File: src/rtl/ks_tap_pkg.sv
// Shared sizes and helpers for the keystream tap and state loader.
// Assumes byte-granular words (WORD_W a multiple of 8).
package ks_tap_pkg;
    localparam int WORD_W      = 32;
    localparam int NUM_STATE   = 5;
    localparam int NONCE_WORDS = 4;
    localparam int HIST_DEPTH  = 4;
    localparam int BYTES       = WORD_W / 8;
    localparam int CNT_W       = $clog2(BYTES) + 1;

    // Builds a keep mask with the low 'cnt' bytes set.
    function automatic logic [WORD_W-1:0] byte_keep(input logic [CNT_W-1:0] cnt);
        logic [WORD_W-1:0] m;
        for (int b = 0; b < BYTES; b++) begin
            m[8*b +: 8] = (b < int'(cnt)) ? 8'hFF : 8'h00;
        end
        return m;
    endfunction
endpackage

File: src/rtl/ks_state_regs.sv
// Working state register bank.
// Seeds word j (j < N-1) from key-window word j XOR nonce word j, and the
// last word from the last key-window word. Takes the final words on a
// block-done strobe. The load strobe wins over block-done.
// Assumes NN >= N-1.
module ks_state_regs #(
    parameter int W  = ks_tap_pkg::WORD_W,
    parameter int N  = ks_tap_pkg::NUM_STATE,
    parameter int NN = ks_tap_pkg::NONCE_WORDS
) (
    input  logic           clk,
    input  logic           rst_n,
    input  logic           load_i,
    input  logic           done_i,
    input  logic [N*W-1:0] key_win_i,
    input  logic [NN*W-1:0] nonce_i,
    input  logic [N*W-1:0] z_final_i,
    output logic [N*W-1:0] state_o
);
    logic [N*W-1:0] seed;
    logic [N*W-1:0] state_q;

    // Seed words: key XOR nonce for the leading words, plain key for the last.
    generate
        for (genvar j = 0; j < N; j++) begin : g_seed
            if (j < N - 1) begin : g_mix
                assign seed[j*W +: W] = key_win_i[j*W +: W] ^ nonce_i[j*W +: W];
            end else begin : g_last
                assign seed[j*W +: W] = key_win_i[j*W +: W];
            end
        end
    endgenerate

    // State update: reset, then load, then block completion.
    always_ff @(posedge clk) begin
        if (!rst_n) begin
            state_q <= '0;
        end else if (load_i) begin
            state_q <= seed;
        end else if (done_i) begin
            state_q <= z_final_i;
        end
    end

    assign state_o = state_q;

    // Checks on the seeding of each mixed word.
    generate
        for (genvar j = 0; j < N - 1; j++) begin : g_chk
            assert_seed_mix_R2: assert property (@(posedge clk) disable iff (!rst_n)
                load_i |=> state_o[j*W +: W] == $past(key_win_i[j*W +: W] ^ nonce_i[j*W +: W]));
        end
    endgenerate

    assert_seed_last_R3: assert property (@(posedge clk) disable iff (!rst_n)
        load_i |=> state_o[(N-1)*W +: W] == $past(key_win_i[(N-1)*W +: W]));

    assert_take_final_R5: assert property (@(posedge clk) disable iff (!rst_n)
        (done_i && !load_i) |=> state_o == $past(z_final_i));

    assert_hold_R5: assert property (@(posedge clk) disable iff (!rst_n)
        (!done_i && !load_i) |=> $stable(state_o));

    // The load strobe must win over block-done in the same cycle.
    assert_load_wins_R10: assert property (@(posedge clk) disable iff (!rst_n)
        (load_i && done_i) |=> state_o == $past(seed));
endmodule

File: src/rtl/ks_history.sv
// Delay line of the fifth state word, D entries deep.
// Stage 0 is the newest entry and stage D-1 the oldest. The clear strobe
// zeroes every entry and wins over a shift. Assumes D >= 2.
module ks_history #(
    parameter int W = ks_tap_pkg::WORD_W,
    parameter int D = ks_tap_pkg::HIST_DEPTH
) (
    input  logic         clk,
    input  logic         rst_n,
    input  logic         clear_i,
    input  logic         shift_i,
    input  logic [W-1:0] din_i,
    output logic [W-1:0] oldest_o
);
    logic [W-1:0] stage_q [D];

    // Stage 0 captures the new word.
    always_ff @(posedge clk) begin
        if (!rst_n || clear_i) begin
            stage_q[0] <= '0;
        end else if (shift_i) begin
            stage_q[0] <= din_i;
        end
    end

    // Later stages pass their predecessor along.
    generate
        for (genvar k = 1; k < D; k++) begin : g_stage
            always_ff @(posedge clk) begin
                if (!rst_n || clear_i) begin
                    stage_q[k] <= '0;
                end else if (shift_i) begin
                    stage_q[k] <= stage_q[k-1];
                end
            end
        end
    endgenerate

    assign oldest_o = stage_q[D-1];

    assert_cleared_R4: assert property (@(posedge clk) disable iff (!rst_n)
        clear_i |=> oldest_o == '0);

    assert_advance_R6: assert property (@(posedge clk) disable iff (!rst_n)
        (shift_i && !clear_i) |=> oldest_o == $past(stage_q[D-2]));

    assert_steady_R6: assert property (@(posedge clk) disable iff (!rst_n)
        (!shift_i && !clear_i) |=> $stable(oldest_o));
endmodule

File: src/rtl/ks_combine.sv
// Keystream adder and data combiner.
// The keystream is the intermediate word plus the delayed word. The data
// output is the masked data XOR keystream. The mixing output is the masked
// plaintext: the input word in encrypt mode, the XOR result in decrypt mode.
// Clock and reset are used only by the checks.
module ks_combine #(
    parameter int W     = ks_tap_pkg::WORD_W,
    parameter int CNT_W = ks_tap_pkg::CNT_W
) (
    input  logic             clk,
    input  logic             rst_n,
    input  logic             decrypt_i,
    input  logic [W-1:0]     y4_i,
    input  logic [W-1:0]     hist_i,
    input  logic [W-1:0]     data_i,
    input  logic [CNT_W-1:0] cnt_i,
    output logic [W-1:0]     data_o,
    output logic [W-1:0]     mix_o
);
    localparam int NB = W / 8;

    logic [W-1:0] ks;
    logic [W-1:0] keep;
    logic [W-1:0] xw;

    // Keystream sum and the mode-dependent selection of the masked words.
    always_comb begin
        ks     = y4_i + hist_i;
        keep   = ks_tap_pkg::byte_keep(cnt_i);
        xw     = data_i ^ ks;
        data_o = xw & keep;
        mix_o  = (decrypt_i ? xw : data_i) & keep;
    end

    // Bytes past the count must be zero in both outputs.
    generate
        for (genvar b = 1; b < NB; b++) begin : g_mask_chk
            assert_tail_zero_R9: assert property (@(posedge clk) disable iff (!rst_n)
                (cnt_i <= CNT_W'(b)) |-> (data_o[8*b +: 8] == 8'h00 && mix_o[8*b +: 8] == 8'h00));
        end
    endgenerate

    assert_dec_feed_R8: assert property (@(posedge clk) disable iff (!rst_n)
        decrypt_i |-> mix_o == data_o);

    assert_enc_feed_R7: assert property (@(posedge clk) disable iff (!rst_n)
        (!decrypt_i && cnt_i == CNT_W'(NB)) |-> mix_o == data_i);
endmodule

File: src/rtl/ks_tap_loader.sv
// Top of the keystream tap and state loader.
// Holds the working state words and the history of the fifth word, and
// combines the keystream with one data word per block. The round datapath
// is external. Assumes byte_cnt_i stays in 1..BYTES.
module ks_tap_loader #(
    parameter int W  = ks_tap_pkg::WORD_W,
    parameter int N  = ks_tap_pkg::NUM_STATE,
    parameter int NN = ks_tap_pkg::NONCE_WORDS,
    parameter int D  = ks_tap_pkg::HIST_DEPTH,
    parameter int CW = ks_tap_pkg::CNT_W
) (
    input  logic            clk,
    input  logic            rst_n,
    input  logic            load_i,
    input  logic [N*W-1:0]  key_win_i,
    input  logic [NN*W-1:0] nonce_i,
    input  logic            block_done_i,
    input  logic            decrypt_i,
    input  logic [W-1:0]    y4_i,
    input  logic [N*W-1:0]  z_final_i,
    input  logic [W-1:0]    data_i,
    input  logic [CW-1:0]   byte_cnt_i,
    output logic [W-1:0]    data_o,
    output logic [W-1:0]    mix_o,
    output logic [N*W-1:0]  state_o
);
    logic [W-1:0] delayed;

    ks_state_regs #(.W(W), .N(N), .NN(NN)) u_state (
        .clk       (clk),
        .rst_n     (rst_n),
        .load_i    (load_i),
        .done_i    (block_done_i),
        .key_win_i (key_win_i),
        .nonce_i   (nonce_i),
        .z_final_i (z_final_i),
        .state_o   (state_o)
    );

    ks_history #(.W(W), .D(D)) u_hist (
        .clk      (clk),
        .rst_n    (rst_n),
        .clear_i  (load_i),
        .shift_i  (block_done_i),
        .din_i    (state_o[(N-1)*W +: W]),
        .oldest_o (delayed)
    );

    ks_combine #(.W(W), .CNT_W(CW)) u_comb (
        .clk       (clk),
        .rst_n     (rst_n),
        .decrypt_i (decrypt_i),
        .y4_i      (y4_i),
        .hist_i    (delayed),
        .data_i    (data_i),
        .cnt_i     (byte_cnt_i),
        .data_o    (data_o),
        .mix_o     (mix_o)
    );
endmodule

File: config.mk
export PLATFORM = sky130hd
export DESIGN_NAME = ks_tap_loader
export DESIGN_NICKNAME = d
export VERILOG_FILES = /design/src/rtl/ks_tap_pkg.sv /design/src/rtl/ks_state_regs.sv /design/src/rtl/ks_history.sv /design/src/rtl/ks_combine.sv /design/src/rtl/ks_tap_loader.sv
export SDC_FILE = /design/constraint.sdc
export NUM_CORES = 1
export LEC_CHECK = 0
export BUFFER_PORTS_ARGS = -buffer_cell sky130_fd_sc_hd__buf_2
export CAP_MARGIN = 20
export CORE_AREA = 8 8 280 282
export CTS_BUF_LIST = sky130_fd_sc_hd__clkbuf_16
export DETAILED_ROUTE_END_ITERATION = 12
export DIE_AREA = 0 0 288 290
export MAX_ROUTING_LAYER = met4
export SLEW_MARGIN = 20
export SYNTH_ARGS = -nofsm -noshare
export SYNTH_HDL_FRONTEND = slang
export SYNTH_SLANG_ARGS = --single-unit
File: constraint.sdc
create_clock -name clk -period 4.1 [get_ports clk]
set_clock_uncertainty 0.1 [all_clocks]
set_input_delay 0.41 -clock clk [delete_from_list [all_inputs] [get_ports clk]]
set_output_delay 0.41 -clock clk [all_outputs]
set_load 0.02 [all_outputs]
==> results of run 1 <==
[metal layers]
layer	wire (um)	vias to the layer above
li1	-	7018
met1	29300	6646
met2	33700	599
met3	6010	112
met4	3340	0
met5	0	-
[layout make-up]
| type | instances | area, um2 | share of cell area (%) |
|---|---|---|---|
| Inverter | 12 | 45.0 | 0.200 |
| Antenna cell | 34 | 85.1 | 0.378 |
| Timing Repair Buffer | 759 | 3910 | 17.4 |
| Clock buffer | 37 | 926 | 4.11 |
| Tap cell | 969 | 1210 | 5.39 |
| Sequential cell | 288 | 7050 | 31.3 |
| Clock inverter | 31 | 400 | 1.78 |
| Multi-Input combinational cell | 1185 | 8880 | 39.4 |
[what timing repair did]
item,CTS,global route
gates cloned,0,0
gates resized for setup,1,9
setup endpoints to repair,4,14
buffers inserted,0,1
pin swaps,0,2
[power by group]
part	internal (mW)	switching [mW]	leakage (nW)	total, mW
sequential	3.18	0.0838	2.82	3.26
combinational	0.827	1.11	7.75	1.94
clock	2.18	1.40	0.644	3.58
total	6.19	2.59	11.2	8.78
[flip-flops by register name (all words and copies together), names as in the netlist]
register / flops
u_hist.stage_q: 128
u_state.state_o: 160
[Yosys cell counts (6+ instances only)]
| cell | instances | area, um2 |
|---|---|---|
| a21o_1 | 13 | 97.6 |
| xor2_1 | 27 | 236 |
| mux2_2 | 128 | 1440 |
| xnor2_1 | 164 | 1440 |
| nor2_1 | 59 | 221 |
| o21ai_0 | 47 | 235 |
| o211a_1 | 129 | 1290 |
| buf_2 | 6 | 30.0 |
| clkbuf_1 | 91 | 342 |
| buf_1 | 12 | 45.0 |
| o21ai_1 | 11 | 55.1 |
| a21oi_1 | 41 | 205 |
| ha_1 | 31 | 388 |
| nand2_1 | 208 | 781 |
| dfxtp_1 | 160 | 3200 |
| mux2i_1 | 43 | 430 |
| nand2b_1 | 11 | 68.8 |
| and2_1 | 166 | 1040 |
| nor3_1 | 7 | 35.0 |
| nand3_1 | 18 | 90.1 |
| or3_1 | 6 | 37.5 |
| edfxtp_1 | 128 | 3840 |
| inv_1 | 11 | 41.3 |
[cell usage in the layout (no fill, tap or decap), drive strengths merged, types with 6 or more instances in the layout]
| master | count |
|---|---|
| inv | 17 |
| xor2 | 27 |
| xnor2 | 164 |
| bufinv | 8 |
| mux2 | 129 |
| edfxtp | 128 |
| and2 | 166 |
| dfxtp | 160 |
| diode | 34 |
| buf | 758 |
| nand2b | 11 |
| mux2i | 43 |
| nand2 | 208 |
| clkbuf | 38 |
| a21oi | 41 |
| nand3 | 18 |
| nor3 | 9 |
| o21ai | 60 |
| or3 | 6 |
| ha | 31 |
| nor2 | 59 |
| o211a | 129 |
| a21o | 13 |
| clkinv | 13 |
| a31oi | 6 |
[tightest hold or removal path, stage by stage]
cell and delay, ns:
buf_2 0.07, nand2_1 0.04, o21ai_0 0.05, and2_1 0.11
[worst paths after layout]
kind	end	cells after the start
setup / recovery	mix_o[27]	11
hold / removal	u_state.state_o[140]	4
setup reg to reg	u_state.state_o[123]	2
hold reg to reg	u_hist.stage_q[1][23]	1
[logic make-up (layout without fill, tap and decap cells)]
logic type,after synthesis,count (layout),share of synthesized area (%)
multiplexers,172,172,11.5
buffers and inverters,121,839,2.83
flip-flops,288,288,43.2
other,0,34,0
XOR/XNOR,193,193,10.5
adder cells (fa/ha/maj),32,32,2.50
AND/OR/NAND/NOR,503,503,15.3
AO/OA/AOI/OAI,285,285,14.1
==> impl_metrics.yaml, run 1 <==
run:
  drv_cap: 0
critical_path:
  criticalPathCategory: "flip-flop to output port"
  start_kind: "flip-flop"
  crit_path_max_fanout: 6
  end_kind: "output port"
  reg2reg_slack_ns: 3.09
  r2r-start: "u_state.state_o[123]"
  crit_arrival_ns: 3.38
  crit_slowest_cell: "edfxtp_1"
  crit_chain: "ha_1 -> a21o_1 -> o21bai_4 -> a31oi_4 -> nand4_4 -> o21ai_2 -> a31oi_4 -> a221oi_4 -> mux2i_1 -> mux2i_1 -> buf_2"
  cp_top_family: "compound AO/OA/AOI/OAI gates"
  critPathBufInv: 1
  cp-startpoint: "u_hist.stage_q[1][40]"
  required_ns: 3.59
  crit_path_max_incr_delay_ns: 0.36
clocking:
  hold_buffers: 0
  cts-root-buf: "clkbuf_16"
  cts_buffers: 37
  clock_path_buffers: 3
  clk_latency_ns: 0.54
  htreeDepth: 2
  cts.sinks: 288
  cts_tree: "built"
  clkSlewWorstSetupHoldPaths_ns: 0.06
logic_synthesis:
  synth_area_um2: 16300
  synth_fp_nets: 2146
  syn_avg_cell_area_um2: 10.2
  synth_seq_cells: 288
  syn_inst: 1594
  async_reset_ff_share_pct: 0
  ys_seq_area_share_pct: 43.2
  ys_types: 63
  synth_top_flop_cell: "dfxtp_1"
  synth_warnings: 0
  synth_enable_flop_cells: 128
finish:
  stdcell_area_um2: 22500
  stdcell_count: 3315
  fill_cells: 7825
  utilization_pct: 30.5
  layout.nets: 2835
  drive_gt1_share_pct: 42.5
  syn2layout_area_growth_pct: 37.9
place:
  pre_cts_slack_ns: 0.397
  dpl.cell_count: 3212
  placed_area_um2: 21000
  portBuffers: 743
  place_hpwl_mm: 59.6
  routabilityCongestion: 0.948
global_route:
  antenna_found_initial: 58
  met1_usage_pct: 19.0
  busiest_layer: "met2"
  grtUsageMet3_pct: 5.34
  grt_pass1_wl_mm: 100
  grtUsageMet2_pct: 26.9
  grt_use_total_pct: 16.9
  grt_pass1_vias: 14400
  gr-total-overflow: 0
  grt_max_degree: 156
timing:
  slew_headroom_pct: 34.9
  worst_slew_pin_slew_ns: 0.973
  finalHoldViolCount: 0
  min_period_ns: 3.89
  drv_slew: 0
  tns_ns: 0
  setup_slack_ns: 0.209
  setup_violations: 0
  max_freq_ghz: 0.257
  layout_worst_path_cycle_share_pct: 94.9
  hold_ws_ns: 0.0647
floorplan:
  io_pins: 744
  die_h_um: 290
  coreArea_um2: 73800
  fp.dieW_um: 288
  start_util_pct: 22.1
  num_rows: 100
  die_area_um2: 83500
drt:
  first_pass_iters: 5
  post_drt_wl_per_cell_um: 21.8
  post_drt_via_cell_ratio: 4.34
  drcViolationCount: 0
  routed_wl_mm: 72.4
  ant_nets: 0
  vias: 14400
  drt_iter0_markers: 949
hold_path:
  worstHoldStart: "key_win_i[140]"
  min-delay-path-class: "input pin to flip-flop"
power_and_ir_drop:
  leakage_nw: 11.2
  power_mw: 8.78
  p_per_area_nw_per_um2: 390
  ir_drop_v: 0.000265
status:
  outcome: "complete, no violations"
Note: power is estimated with default switching activity, not from simulation.
==> run 2, diff against run 1 <==
Settings changed: SETUP_SLACK_MARGIN set to 0.3.
==> run 2 against run 1 <==
Net effect: power rose by 0.84%; largest power group unchanged; critical path type unchanged; worst setup slack better by 0.12 ns; wire length grew 0.49%; maximum frequency up 3.1%; critical endpoint unchanged; sequential power about the same.
==> impl_metrics.yaml, run 2 (synthesis gave the netlist of run 1 again) <==
clocking:
  clk_latency_ns: 0.55
  cts-root-buf: "clkbuf_16"
  clkSlewWorstSetupHoldPaths_ns: 0.06
  htreeDepth: 2
  clock_path_buffers: 3
  cts.sinks: 288
  cts_tree: "built"
  cts_buffers: 37
  hold_buffers: 0
timing:
  max_freq_ghz: 0.265
  slew_headroom_pct: 32.7
  hold_ws_ns: 0.0658
  finalHoldViolCount: 0
  setup_violations: 0
  tns_ns: 0
  layout_worst_path_cycle_share_pct: 92.1
  rsz0062_at_grt: "yes"
  worst_slew_pin_slew_ns: 1.01
  min_period_ns: 3.78
  setup_slack_ns: 0.325
  drv_slew: 0
drt:
  routed_wl_mm: 72.7
  first_pass_iters: 5
  ant_nets: 0
  drt_iter0_markers: 863
  post_drt_wl_per_cell_um: 21.9
  post_drt_via_cell_ratio: 4.34
  vias: 14400
  drcViolationCount: 0
finish:
  syn2layout_area_growth_pct: 40.8
  utilization_pct: 31.1
  layout_common_cells: "733 x buf_2, 206 x nand2_1, 166 x and2_1"
  drive_gt1_share_pct: 44.8
  mostFrequentLayoutCell: "buf_2"
  largest_reg_flops: 160
  layout.nets: 2842
global_route:
  gr-total-overflow: 0
  grt_pass1_wl_mm: 101
  grt_max_degree: 156
  antenna_found_initial: 58
  grt_use_total_pct: 16.9
  grt_pass1_vias: 14500
floorplan:
  start_util_pct: 22.1
  coreArea_um2: 73800
  die_h_um: 290
  fp.dieW_um: 288
  num_rows: 100
  io_pins: 744
  die_area_um2: 83500
critical_path:
  required_ns: 3.59
  crit_arrival_ns: 3.27
  crit_path_max_fanout: 4
  start_kind: "flip-flop"
  end_kind: "output port"
  criticalPathCategory: "flip-flop to output port"
status:
  outcome: "complete, no violations"
power_and_ir_drop:
  p_per_area_nw_per_um2: 385
  leakage_nw: 11.3
  power_mw: 8.85
  ir_drop_v: 0.000265
place:
  portBuffers: 743
  place_hpwl_mm: 59.6
  routabilityCongestion: 0.948
  pre_cts_slack_ns: 0.397
hold_path:
  min-delay-path-class: "input pin to flip-flop"
run:
  drv_cap: 0
## run 2: changes by cell type in the layout (fill, tap and decap cells not counted), sizes merged
cell and change:
buf +7, diode +3
## run 2: metrics by stage
step,instances,area [um2]
floorplan,1594,16300
global placement,3212,21000
detailed placement,3212,21000
CTS,3284,22600
global route,3313,23000
finish,3325,23000
## run 2: final timing paths
kind                               from  depth (start not counted)  slack, ns                    end
setup / recovery  u_hist.stage_q[1][40]                         11       0.32              mix_o[27]
hold / removal           key_win_i[140]                          4       0.07   u_state.state_o[140]
setup reg to reg   u_state.state_o[123]                          2       3.09   u_state.state_o[123]
hold reg to reg    u_hist.stage_q[0][2]                          1       0.41  u_hist.stage_q[0][34]
## run 2: what timing repair did
| action | in CTS | in global routing |
|---|---|---|
| buffers inserted | 4 | 4 |
| endpoints found under the setup margin | 25 | 30 |
| resized for setup | 37 | 51 |
| pin swaps | 13 | 21 |
## run 2: layout make-up
class                   count  area [um2]
fillers                  7760       50800
multi-input cells        1185        9260
flip-flops and latches    288        7050
repair buffers            766        4000
well taps                 969        1210
clock buffers              37         926
clock inverters            31         400
diodes                     37        92.6
inverters                  12        45.0
## run 2: where the power goes
part	leakage [nW]	internal, mW	switching, mW
clock network	0.644	2.18	1.40
registers	2.82	3.18	0.0857
logic	7.88	0.871	1.14
total	11.3	6.23	2.62
## run 2: metal layers
layer	part of all wire (%)	vias to the layer above	track usage [%]
li1	-	7031	-
met1	40	6683	19.0
met2	47	599	27.0
met3	8.3	105	5.39
met4	4.4	0	8.22
met5	0	-	-
## run 2: worst max-delay path, cell delays in order, from the launching register on
cell and delay [ns]:
edfxtp_1 0.41, ha_4 0.26, a21o_1 0.17, o21bai_4 0.18
a31oi_4 0.19, nand4_4 0.17, o21ai_2 0.21, a31oi_4 0.14
a221oi_4 0.36, mux2i_1 0.26, mux2i_1 0.21, buf_4 0.16
==> run 3, diff against run 2 <==
Settings changed: CORE_AREA 8 8 280 282 to 8 8 281 283, DIE_AREA 0 0 288 290 to 0 0 289 291.
==> run 3 against run 2 <==
Net effect: global-route usage rose by 0.19 points; highest routed layer unchanged; sequential power about the same; design area about the same; via count grew 0.22%; worst setup slack got worse by 0.011 ns; non-clock buffer count grew 6; power decreased by 3.5%; die area is 0.69% higher; wire length is 2.5% higher; sequential share of layout area barely moved; register-to-register slack lost 0.03 ns.
==> impl_metrics.yaml, run 3 (synthesis gave the netlist of run 1 again) <==
place:
  portBuffers: 743
  dpl.cell_count: 3220
  routabilityCongestion: 0.975
  place_hpwl_mm: 60.6
  placed_area_um2: 21000
clocking:
  clock_path_buffers: 3
  clk_latency_ns: 0.54
  hold_buffers: 0
  cts.sinks: 288
  cts-root-buf: "clkbuf_16"
  clkSlewWorstSetupHoldPaths_ns: 0.06
  cts_buffers: 37
  htreeDepth: 2
  cts_tree: "built"
critical_path:
  crit_path_max_incr_delay_ns: 0.42
  crit_slowest_cell: "edfxtp_1"
  start_kind: "flip-flop"
  crit_chain: "ha_4 -> a21o_1 -> o21bai_4 -> a31oi_4 -> nand4_4 -> o21ai_4 -> a31oi_4 -> a221oi_4 -> buf_4 -> xnor2_2 -> mux2i_1 -> buf_4"
  crit_path_max_fanout: 4
  crit_arrival_ns: 3.28
  required_ns: 3.59
  end_kind: "output port"
  criticalPathCategory: "flip-flop to output port"
drt:
  post_drt_wl_per_cell_um: 22.3
  routed_wl_mm: 74.5
  drcViolationCount: 0
  post_drt_via_cell_ratio: 4.33
  vias: 14500
  first_pass_iters: 4
  ant_nets: 0
  drt_iter0_markers: 848
global_route:
  grt_max_degree: 161
  gr-total-overflow: 0
  grt_pass1_vias: 14400
  grt_pass1_wl_mm: 102
  antenna_found_initial: 60
  grt_use_total_pct: 17.1
finish:
  stdcell_count: 3339
  largest_reg_flops: 160
  layout_common_cells: "730 x buf_2, 205 x nand2_1, 166 x and2_1"
  mostFrequentLayoutCell: "buf_2"
  drive_gt1_share_pct: 44.6
  layout.nets: 2848
  stdcell_area_um2: 23000
  syn2layout_area_growth_pct: 40.8
  fill_cells: 7923
timing:
  rsz0062_at_grt: "yes"
  finalHoldViolCount: 0
  slew_headroom_pct: 40.9
  drv_slew: 0
  setup_violations: 0
  max_freq_ghz: 0.264
  min_period_ns: 3.79
  tns_ns: 0
  layout_worst_path_cycle_share_pct: 92.4
  worst_slew_pin_slew_ns: 0.881
floorplan:
  fp.dieW_um: 289
  coreArea_um2: 74800
  start_util_pct: 21.8
  num_rows: 101
  die_h_um: 291
  die_area_um2: 84100
  io_pins: 744
status:
  outcome: "complete, no violations"
power_and_ir_drop:
  p_per_area_nw_per_um2: 372
  ir_drop_v: 0.000299
  leakage_nw: 11.3
run:
  drv_cap: 0
hold_path:
  min-delay-path-class: "input pin to flip-flop"
## run 3: changes by cell type in the layout (fill, tap and decap cells not counted), moves of 3 or more
cell        delta
ha_1           -3
clkinv_2       -3
bufinv_16      -4
clkinv_1       +3
clkinvlp_4     -3
inv_1          +7
buf_2          -3
buf_4          +8
ha_4           +3
## run 3: critical path: cells and delay by family, from the launching register on
| kind | cells | cell delay (ns) |
|---|---|---|
| AOI/OAI and AO/OA | 6 | 1.17 |
| DFF | 1 | 0.42 |
| buffers and inverters | 2 | 0.34 |
| adders and majority gates | 1 | 0.28 |
| muxes | 1 | 0.21 |
| and+or+nand+nor | 1 | 0.19 |
| xor gates and xnor gates | 1 | 0.11 |
## run 3: worst paths after layout
path         slack (ns)                  start                    end  cells after the start
max                0.31  u_hist.stage_q[1][40]             data_o[27]                     12
max reg2reg        3.06    u_state.state_o[84]    u_state.state_o[84]                      2
min                0.08         key_win_i[138]   u_state.state_o[138]                      4
min reg2reg        0.41  u_hist.stage_q[0][59]  u_hist.stage_q[1][27]                      1
## run 3: cell type report
type	instances	area [um2]	share of cell area, %
clock buffer	37	926	4.03
timing repair buffer	772	4060	17.7
tap	978	1220	5.33
sequential	288	7050	30.7
antenna	38	95.1	0.414
clock inverter	29	251	1.09
inverter	12	45.0	0.196
multi-input combinational	1185	9320	40.6
## run 3: report_power, final
part | switching, mW | total, mW | internal [mW] | leakage (nW)
Sequential | 0.0849 | 3.26 | 3.18 | 2.82
Clock | 1.34 | 3.24 | 1.90 | 0.603
Combinational | 1.15 | 2.04 | 0.887 | 7.90
Total | 2.57 | 8.54 | 5.97 | 11.3
## run 3: timing repair
action                     in CTS  in global routing
pin swaps                      10                 30
setup endpoints to repair      18                 27
gates resized for setup        38                 62
setup buffers                   5                  9
## run 3: layer usage
metal	up-vias	global-route usage [%]	wire length (um)
li1	7050	-	-
met2	609	29.5	36800
met5	-	-	0
met4	0	7.53	3780
met1	6646	18.1	27800
met3	145	4.90	6170
## run 3: per-stage QoR
step	total power, mW	worst slack, ns	util (%)	hold WS [ns]
2_1_floorplan	4.45	0.371	-	0.397
3_3_place_gp	5.27	0.533	28.1	0.400
3_5_place_dp	5.28	0.519	28.1	0.402
4_1_cts	8.62	0.236	30.0	0.0350
5_1_grt	8.94	0.160	30.7	0.0817
6_report	8.54	0.313	30.7	0.0805
